File: config.mk
export PLATFORM = sky130hd
export DESIGN_NAME = fp_cmp_pipe
export DESIGN_NICKNAME = d
export VERILOG_FILES = /design/src/rtl/fp_cmp_pkg.sv /design/src/rtl/fp_cmp_stage.sv /design/src/rtl/fp_cmp_classify.sv /design/src/rtl/fp_cmp_order.sv /design/src/rtl/fp_cmp_select.sv /design/src/rtl/fp_cmp_pipe.sv
export SDC_FILE = /design/constraint.sdc
export NUM_CORES = 1
export LEC_CHECK = 0
export BUFFER_PORTS_ARGS = -buffer_cell sky130_fd_sc_hd__buf_2
export CAP_MARGIN = 20
export CORE_MARGIN = 10
export CORE_UTILIZATION = 25
export CTS_CLUSTER_SIZE = 24
export DETAILED_ROUTE_END_ITERATION = 10
export GPL_ROUTABILITY_DRIVEN = 0
export PLACE_DENSITY = 0.48
export RECOVER_POWER = 25
export SLEW_MARGIN = 20
export SYNTH_ARGS = -nofsm -noshare
export SYNTH_HDL_FRONTEND = slang
export SYNTH_SLANG_ARGS = --single-unit
File: constraint.sdc
create_clock -name clk -period 5.6 [get_ports clk]
set_input_delay 0 -clock clk [delete_from_list [all_inputs] [get_ports clk]]
set_output_delay 0 -clock clk [all_outputs]
set_load 0.1 [all_outputs]
File: src/rtl/fp_cmp_pkg.sv
`timescale 1ns/1ps
package fp_cmp_pkg;

  localparam int OP_W = 6;
  localparam int CC_W = 4;

  // Condition-code bit positions (decoded by consumers of the result)
  localparam int CC_EQ = 0;
  localparam int CC_LT = 1;
  localparam int CC_GT = 2;
  localparam int CC_UN = 3;

  typedef enum logic [OP_W-1:0] {
    CMP_UNORD = 6'd0,
    CMP_LT    = 6'd1,
    CMP_EQ    = 6'd2,
    CMP_LE    = 6'd3,
    CMP_GT    = 6'd4,
    CMP_NE    = 6'd5,
    CMP_GE    = 6'd6,
    CMP_CCODE = 6'd7
  } cmp_op_e;

  typedef struct packed {
    logic nan;
    logic inf;
    logic zero;   // zero exponent: true zero or denormal
    logic sign;
  } fp_class_t;

  localparam int CLS_W = $bits(fp_class_t);

endpackage

File: src/rtl/fp_cmp_stage.sv
`timescale 1ns/1ps
// One optional register cut with a valid bit. EN=0 makes it a wire.
module fp_cmp_stage #(
  parameter int W  = 8,
  parameter bit EN = 1'b1
) (
  input  logic         clk,
  input  logic         srst,
  input  logic         ce,
  input  logic         vld_i,
  input  logic [W-1:0] d_i,
  output logic         vld_o,
  output logic [W-1:0] d_o
);

  generate
    if (EN) begin : g_reg
      logic         vld_q;
      logic [W-1:0] d_q;

      always_ff @(posedge clk) begin
        if (srst)    vld_q <= 1'b0;
        else if (ce) vld_q <= vld_i;
      end

      always_ff @(posedge clk) begin
        if (ce) d_q <= d_i;
      end

      assign vld_o = vld_q;
      assign d_o   = d_q;

      // clear empties the valid bit on the next edge
      p_clear_empties_r10: assert property (@(posedge clk)
        srst |=> !vld_o);

      // enable low freezes valid and data
      p_ce_freeze_r9: assert property (@(posedge clk) disable iff (srst)
        !ce |=> ($stable(vld_o) && $stable(d_o)));
    end else begin : g_wire
      logic unused_ctl;
      assign unused_ctl = ^{clk, srst, ce};
      assign vld_o = vld_i;
      assign d_o   = d_i;
    end
  endgenerate

endmodule

File: src/rtl/fp_cmp_classify.sv
`timescale 1ns/1ps
// Splits one operand into class flags and an ordered magnitude key.
module fp_cmp_classify
  import fp_cmp_pkg::*;
#(
  parameter int FMT_W  = 32,
  parameter int FRAC_W = 24
) (
  input  logic [FMT_W-1:0] word_i,
  output fp_class_t        cls_o,
  output logic [FMT_W-2:0] mag_o
);

  localparam int EXP_W  = FMT_W - FRAC_W;
  localparam int STOR_W = FRAC_W - 1;      // stored fraction bits
  localparam int EXP_HI = FMT_W - 2;

  logic [EXP_W-1:0]  exp_f;
  logic [STOR_W-1:0] frac_f;
  logic exp_ones, exp_none, frac_any;

  assign exp_f    = word_i[EXP_HI -: EXP_W];
  assign frac_f   = word_i[STOR_W-1:0];
  assign exp_ones = &exp_f;
  assign exp_none = ~|exp_f;
  assign frac_any = |frac_f;

  always_comb begin
    cls_o.sign = word_i[FMT_W-1];
    cls_o.nan  = exp_ones & frac_any;
    cls_o.inf  = exp_ones & ~frac_any;
    cls_o.zero = exp_none;                 // denormals flushed to zero
    mag_o      = exp_none ? '0 : word_i[FMT_W-2:0];
  end

endmodule

File: src/rtl/fp_cmp_order.sv
`timescale 1ns/1ps
// Forms the one-hot relation {un, gt, lt, eq} of two classified operands.
module fp_cmp_order
  import fp_cmp_pkg::*;
#(
  parameter int MAG_W = 31
) (
  input  fp_class_t        ca_i,
  input  fp_class_t        cb_i,
  input  logic [MAG_W-1:0] ma_i,
  input  logic [MAG_W-1:0] mb_i,
  output logic [CC_W-1:0]  rel_o
);

  logic sa, sb, m_lt, m_eq, m_gt;

  // A zero carries no effective sign, so +0 == -0
  assign sa   = ca_i.sign & ~ca_i.zero;
  assign sb   = cb_i.sign & ~cb_i.zero;
  assign m_lt = ma_i < mb_i;
  assign m_eq = ma_i == mb_i;
  assign m_gt = ~m_lt & ~m_eq;

  always_comb begin
    rel_o = '0;
    if (ca_i.nan | cb_i.nan) begin
      rel_o[CC_UN] = 1'b1;
    end else if (sa != sb) begin
      rel_o[CC_LT] = sa;
      rel_o[CC_GT] = sb;
    end else if (m_eq) begin
      rel_o[CC_EQ] = 1'b1;
    end else if (!sa) begin
      rel_o[CC_LT] = m_lt;
      rel_o[CC_GT] = m_gt;
    end else begin
      rel_o[CC_LT] = m_gt;                 // larger negative magnitude is lesser
      rel_o[CC_GT] = m_lt;
    end
  end

endmodule

File: src/rtl/fp_cmp_select.sv
`timescale 1ns/1ps
// Maps a relation and an operation code to the result and invalid flag.
module fp_cmp_select
  import fp_cmp_pkg::*;
(
  input  logic            clk,
  input  logic            srst,
  input  logic            vld_i,
  input  logic [OP_W-1:0] op_i,
  input  logic [CC_W-1:0] rel_i,
  output logic [CC_W-1:0] res_o,
  output logic            inv_o
);

  logic un, gt, lt, eq, ordered_op;

  assign un = rel_i[CC_UN];
  assign gt = rel_i[CC_GT];
  assign lt = rel_i[CC_LT];
  assign eq = rel_i[CC_EQ];

  always_comb begin
    res_o      = '0;
    ordered_op = 1'b0;
    inv_o      = 1'b0;
    case (op_i)
      CMP_UNORD: res_o[0] = un;
      CMP_LT:    begin res_o[0] = lt;      ordered_op = 1'b1; end
      CMP_EQ:    res_o[0] = eq;
      CMP_LE:    begin res_o[0] = lt | eq; ordered_op = 1'b1; end
      CMP_GT:    begin res_o[0] = gt;      ordered_op = 1'b1; end
      CMP_NE:    res_o[0] = ~eq;
      CMP_GE:    begin res_o[0] = gt | eq; ordered_op = 1'b1; end
      CMP_CCODE: res_o = rel_i;
      default:   inv_o = 1'b1;
    endcase
    if (ordered_op && un) inv_o = 1'b1;
  end

  // condition code is one-hot
  p_cc_onehot_r2: assert property (@(posedge clk) disable iff (srst)
    (vld_i && op_i == CMP_CCODE) |-> $onehot(res_o));

  // predicates occupy bit 0 only
  p_pred_narrow_r1: assert property (@(posedge clk) disable iff (srst)
    (vld_i && op_i < CMP_CCODE) |-> (res_o[3:1] == 3'b000));

  // ordered predicates are false on unordered operands
  p_nan_false_r3: assert property (@(posedge clk) disable iff (srst)
    (vld_i && un && (op_i == CMP_LT || op_i == CMP_LE || op_i == CMP_EQ ||
                     op_i == CMP_GT || op_i == CMP_GE)) |-> !res_o[0]);

  // undefined codes flag invalid with a zero result
  p_bad_op_r7: assert property (@(posedge clk) disable iff (srst)
    (vld_i && op_i > CMP_CCODE) |-> (inv_o && res_o == '0));

endmodule

File: src/rtl/fp_cmp_pipe.sv
`timescale 1ns/1ps
// Top: classify -> [cut A] -> order -> [cut B] -> select -> [cut C]
module fp_cmp_pipe
  import fp_cmp_pkg::*;
#(
  parameter int FMT_W   = 32,
  parameter int FRAC_W  = 24,
  parameter int LATENCY = 3
) (
  input  logic             clk,
  input  logic             srst,
  input  logic             ce,
  input  logic             op_valid,
  input  logic [5:0]       op,
  input  logic [FMT_W-1:0] a,
  input  logic [FMT_W-1:0] b,
  output logic             res_valid,
  output logic [3:0]       result,
  output logic             invalid
);

  localparam int  MAG_W  = FMT_W - 1;
  localparam int  OPND_W = CLS_W + MAG_W;
  localparam int  A_W    = 2 * OPND_W + OP_W;
  localparam int  B_W    = CC_W + OP_W;
  localparam int  C_W    = CC_W + 1;
  localparam bit  CUT_A  = (LATENCY >= 3);
  localparam bit  CUT_B  = (LATENCY >= 2);
  localparam bit  CUT_C  = (LATENCY >= 1);

  // Classification of both operands
  fp_class_t        cls [2];
  logic [MAG_W-1:0] mag [2];
  logic [FMT_W-1:0] opnd [2];

  assign opnd[0] = a;
  assign opnd[1] = b;

  generate
    for (genvar i = 0; i < 2; i++) begin : g_cls
      fp_cmp_classify #(.FMT_W(FMT_W), .FRAC_W(FRAC_W)) u_cls (
        .word_i (opnd[i]),
        .cls_o  (cls[i]),
        .mag_o  (mag[i])
      );
    end
  endgenerate

  // Cut A
  logic             va;
  logic [A_W-1:0]   da;
  fp_class_t        ca_q, cb_q;
  logic [MAG_W-1:0] ma_q, mb_q;
  logic [OP_W-1:0]  op_a;

  fp_cmp_stage #(.W(A_W), .EN(CUT_A)) u_cut_a (
    .clk, .srst, .ce,
    .vld_i (op_valid),
    .d_i   ({cls[0], mag[0], cls[1], mag[1], op}),
    .vld_o (va),
    .d_o   (da)
  );

  assign {ca_q, ma_q, cb_q, mb_q, op_a} = da;

  // Relation
  logic [CC_W-1:0] rel;

  fp_cmp_order #(.MAG_W(MAG_W)) u_order (
    .ca_i  (ca_q),
    .cb_i  (cb_q),
    .ma_i  (ma_q),
    .mb_i  (mb_q),
    .rel_o (rel)
  );

  // Cut B
  logic            vb;
  logic [B_W-1:0]  db;
  logic [CC_W-1:0] rel_b;
  logic [OP_W-1:0] op_b;

  fp_cmp_stage #(.W(B_W), .EN(CUT_B)) u_cut_b (
    .clk, .srst, .ce,
    .vld_i (va),
    .d_i   ({rel, op_a}),
    .vld_o (vb),
    .d_o   (db)
  );

  assign {rel_b, op_b} = db;

  // Predicate selection
  logic [CC_W-1:0] sel_res;
  logic            sel_inv;

  fp_cmp_select u_select (
    .clk, .srst,
    .vld_i (vb),
    .op_i  (op_b),
    .rel_i (rel_b),
    .res_o (sel_res),
    .inv_o (sel_inv)
  );

  // Cut C (output register)
  logic [C_W-1:0] dc;

  fp_cmp_stage #(.W(C_W), .EN(CUT_C)) u_cut_c (
    .clk, .srst, .ce,
    .vld_i (vb),
    .d_i   ({sel_res, sel_inv}),
    .vld_o (res_valid),
    .d_o   (dc)
  );

  assign {result, invalid} = dc;

endmodule

* Word level (Yosys, flattened, before mapping) *
Index checks and enable logic that the tools add are counted.

word-level totals
  flip-flop bits (word level) = 94
  latch bits = 0
  bits in writable memories = 0
  ROM bits = 0
  input port bits = 74
  output and inout bits = 6
  logic and storage cells = 61
  memories kept = 0

cells by class
  $add $sub $neg = 0
  multipliers = 0
  div/mod/pow operators = 0
  order comparisons = 1
  equal/unequal tests = 9
  shifts and indexed selects = 0
  muxes and demuxes = 8
  bitwise gates (word level) = 17
  reductions and logical operators = 14

operators with widths
  operator                                                          count
  23-bit OR reduction                                               2
  31-bit == test                                                    1
  31-bit less-than comparator                                       1
  6-bit by 3-bit == test with 1-bit output (second input constant)  4
  8-bit OR reduction                                                3
  8-bit AND reduction                                               2
  6-bit by 2-bit == test with 1-bit output (second input constant)  2
  1-bit bitwise AND                                                 7
  1-bit inverter                                                    7
  1-bit one-hot mux with 7 select lines                             1
  6-bit by 1-bit == test with 1-bit output (second input constant)  1
  6-bit logical NOT                                                 1
  2-bit two-way mux                                                 3
  1-bit two-way mux                                                 4
  2-bit OR reduction                                                2
  4-bit OR reduction                                                1
  1-bit bitwise OR                                                  3
  1-bit logical NOT                                                 2
  1-bit logical AND                                                 1
  1-bit != test                                                     1

* Depth between registers and ports, before layout *
  depth in word-level cells = 6
  depth in mapped cells = 8
  depth with buffers taken out = 8

* By module *
From an unflattened synthesis, not the netlist that was laid out.

second synthesis, totals
  cells, all modules = 346
  area total of the unflattened synthesis = 4644.5 µm²

by module, submodules not included
  module                   times used  cells each  area an instance (µm²)  seq. area each (µm²)
  fp_cmp_stage at u_cut_a  1           79          2316.0                  2302.2
  fp_cmp_order             1           127         925.9                   0.0
  fp_cmp_classify          2           52          389.1                   0.0
  fp_cmp_stage at u_cut_b  1           13          334.1                   320.3
  fp_cmp_stage at u_cut_c  1           8           183.9                   170.2
  fp_cmp_select            1           15          106.4                   0.0

* Least setup slack after synthesis *
No wires, ideal clock.

  path kind = register to register
  from = register u_cut_a.g_reg.d_q[68] (netlist: u_cut_a.d_o[68])
  to = register u_cut_b.g_reg.d_q[8] (netlist: u_cut_b.d_o[8]), data pin
  library setup time = 0.258 ns
  arrival time = 1.744 ns
  required time = 5.342 ns
  path slack = 3.598 ns
  stages on the path, launching flop included = 8
  path buffers = 0
  period minus slack after synthesis = 2.002 ns
  cell sequence = edfxtp_1 -> ha_1 -> nand3_2 -> or4_4 -> nor2_4 -> a21o_4 -> o32ai_1 -> o2bb2ai_1

on the way
  word-level cells in the longest chain between the ends = 6
  elaborated cells between the ends (all ways) = 8
  classes of those cells = 1 x order compare; 1 x eq/ne; 3 x mux; 3 x bitwise

RTL lines
  element                                                               line                                    text
  start, declared                                                       fp_cmp_stage.sv:19                      logic [W-1:0] d_q;
  start signal, assigned                                                fp_cmp_stage.sv:27                      if (ce) d_q <= d_i;
  31-bit less-than comparator / 31-bit == test (equally long branches)  fp_cmp_order.sv:20, fp_cmp_order.sv:21
  1-bit inverter                                                        fp_cmp_order.sv:22                      assign m_gt = ~m_lt & ~m_eq;
  1-bit bitwise AND                                                     fp_cmp_order.sv:22
  2-bit two-way mux                                                     fp_cmp_order.sv:33                      end else if (!sa) begin
  2-bit two-way mux (*)                                                 fp_cmp_order.sv:31                      end else if (m_eq) begin
  2-bit two-way mux (*)                                                 fp_cmp_order.sv:28                      end else if (sa != sb) begin
  end signal, assigned                                                  fp_cmp_stage.sv:27
  end, declared                                                         fp_cmp_stage.sv:19

Every way passes the cells marked *; elsewhere a longest branch is shown, timed or not.
A chain may end at the register's enable or synchronous reset.

* Final worst setup path *
  from = register u_cut_a.g_reg.d_q[68] (netlist: u_cut_a.d_o[68])
  to = register u_cut_b.g_reg.d_q[7] (netlist: u_cut_b.d_o[7]), data pin

The elaborated chain is that of the path after synthesis.

==> run metrics <==
share of layout cells above drive strength 1 16.4%; max cap viols 0; DR vias/cell 4.17; Post-CTS Setup Inserts 0; global-route wire length before repair 16800 um; Max VDD drop 0.101 mV; Cell Int Power 1.26 mW; drt initial violations 174; clk sinks 92; RSZ-0062 raised after global routing false; grt ovf 0; crit path DAT 2.22 ns; top cell type's share of synthesized area 61.8%; nets 587; Clk pwr share 37.4%; clk buf depth 2; largest net degree at the start of global routing 85; predominant post-synthesis flop cell edfxtp_1; vias 2968; Syn Nets 443; clk_skew 0.00476 ns; die extent in y 151 um; initial antenna violation count 0; post-synthesis cell area 4320 um^2; Syn. warnings 0; cells after synthesis 338; vias in the first global route 3328; H-tree level count 3; CTS resizes 0; most frequent cell after synthesis edfxtp_1; First-pass DRT Iterations 4; syn_area_per_cell 12.8 um^2; Seq pwr share 49.9%; Lkg Pwr 2.31 nW; EDFF count, synth 89; DIE AREA 22900 um^2; Reg clk slew, reported paths 0.07 ns; critical path capture point type flop; clock period minus worst slack 2.13 ns; post-synthesis sequential area ratio 63.2%; Max Freq 0.469 GHz; worst-case reg-to-reg path depth 7; Core ar. 17100 um^2; combinational share of power 12.7%; Layout Area Growth over Synthesis 37.4%; TritonCTS Buffers 9; starting density of the core 25.2%; CTS tree yes; Tot Pwr 1.66 mW; Final Setup Violations 0; ant diodes 0; status complete, no violations; cell depth of the worst hold path 2; Cell Rows 48; pre-CTS setup slack 3.46 ns; Required @ worst endpoint 5.69 ns; Final Hold Vio Count 0; root buffer cell clkbuf_16; Worst Setup Slack, final 3.47 ns; Port Buffer Count 79; Synth top cells by count 89 x edfxtp_1, 49 x and2_1, 34 x inv_1, 31 x ha_1, 20 x clkbuf_1; fillers 1722; Switching Share 23.8%; IO Pins 80; final setup TNS 0 ns; largest cells by area after synthesis edfxtp_1 62%, ha_1 9.0%, and2_1 7.1%; hold crit path type input pin to flop; slew margin rel. 20.3%; Yosys top cell by area edfxtp_1; worst-skew pair later-pin latency 0.35 ns; Util after Layout 34.7%; hold buffer count at cts 73; switching power 395 uW; Routed WL 10400 um; Worst Setup Start Kind flop; drt wl/cell 14.6 um; Routed Antenna Nets 0; CP Class flop to flop; hpwl dp 7600 um; Netlist cell types 39; Worst Tran Pin Value 1.20 ns; ys async rst share 0%; Overall Global Routing Usage 9.54%; Remaining DRCs 0; period utilization 38.0%; Cell Pwr Density 279 nW/um^2; crit-path max FO 4; die width 151 um; Final Max Slew Viols 0; FF+latch count, synth 92
[final cells by class]
type | count | area (um^2) | share of cell area [%]
multi-input cells | 192 | 1390 | 23.3
well taps | 225 | 282 | 4.74
clock inverters | 7 | 76.3 | 1.29
flip-flops and latches | 92 | 2730 | 46.0
clock buffers | 9 | 225 | 3.79
repair buffers | 153 | 1110 | 18.7
inverters | 34 | 128 | 2.15
[kinds of logic after synthesis]
logic type | count (synthesis) | synth area share [%]
AOI/OAI and AO/OA | 34 | 5.12
xor gates and xnor gates | 1 | 0.203
adders and majority gates | 31 | 8.98
buffers and inverters | 54 | 4.69
DFF | 92 | 63.2
muxes | 4 | 0.926
and+or+nand+nor | 122 | 16.9
[power groups by stage]
stage / clock network [mW] / logic, mW / registers [mW]
floorplan: 0 / 0.0895 / 0.849
global placement: 0 / 0.171 / 0.841
detailed placement: 0 / 0.172 / 0.843
CTS: 0.635 / 0.214 / 0.828
global route: 0.662 / 0.238 / 0.832
finish: 0.619 / 0.210 / 0.827
[per-layer routing]
metal / global-route usage (%) / part of all wire [%] / up-vias
li1: - / - / 1513
met1: 11.6 / 46 / 1377
met2: 15.4 / 47 / 64
met3: 2.97 / 4.2 / 14
met4: 3.71 / 2.0 / 0
met5: 0 / 0 / -
[worst max-delay path: stages (launching register included)]
cell and delay, ns:
edfxtp_1 0.37, ha_1 0.33, nand3_2 0.11, or4_4 0.56, nor2_4 0.16, a21o_4 0.14
o31a_1 0.14, o21ai_1 0.07
[placed cells by master (no fill, tap or decap), drive strengths merged, types with 6 or more instances in the layout]
cell	count
inv	35
and2	49
ha	31
nand2	13
buf	57
nand4	11
a21oi	13
nor3	6
edfxtp	89
nor4	16
dlygate4sd3	73
nor2	9
nand3	6
clkbuf	32
o21ai	7
[per-stage QoR]
stage	instance area [um^2]	std cells	hold WS, ns
2_1_floorplan	4320	338	0.0724
3_3_place_gp	4930	623	0.179
3_5_place_dp	4930	623	0.178
4_1_cts	5970	712	0.352
5_1_grt	5940	712	0.363
6_report	5940	712	0.365
[flip-flops by register name (all words and copies together) (netlist names)]
register / cells
u_cut_a.d_o: 74
u_cut_b.d_o: 10
u_cut_c.d_o: 5
u_cut_a.vld_o: 1
u_cut_b.vld_o: 1
u_cut_c.vld_o: 1
[worst paths after layout]
path                   startpoint              to  slack, ns
setup / recovery  u_cut_a.d_o[68]  u_cut_b.d_o[7]       3.47
hold / removal              op[1]  u_cut_a.d_o[1]       0.36
setup reg to reg  u_cut_a.d_o[68]  u_cut_b.d_o[7]       3.47
hold reg to reg    u_cut_a.d_o[4]  u_cut_b.d_o[4]       0.42
Power figures use the tool's default switching activity.
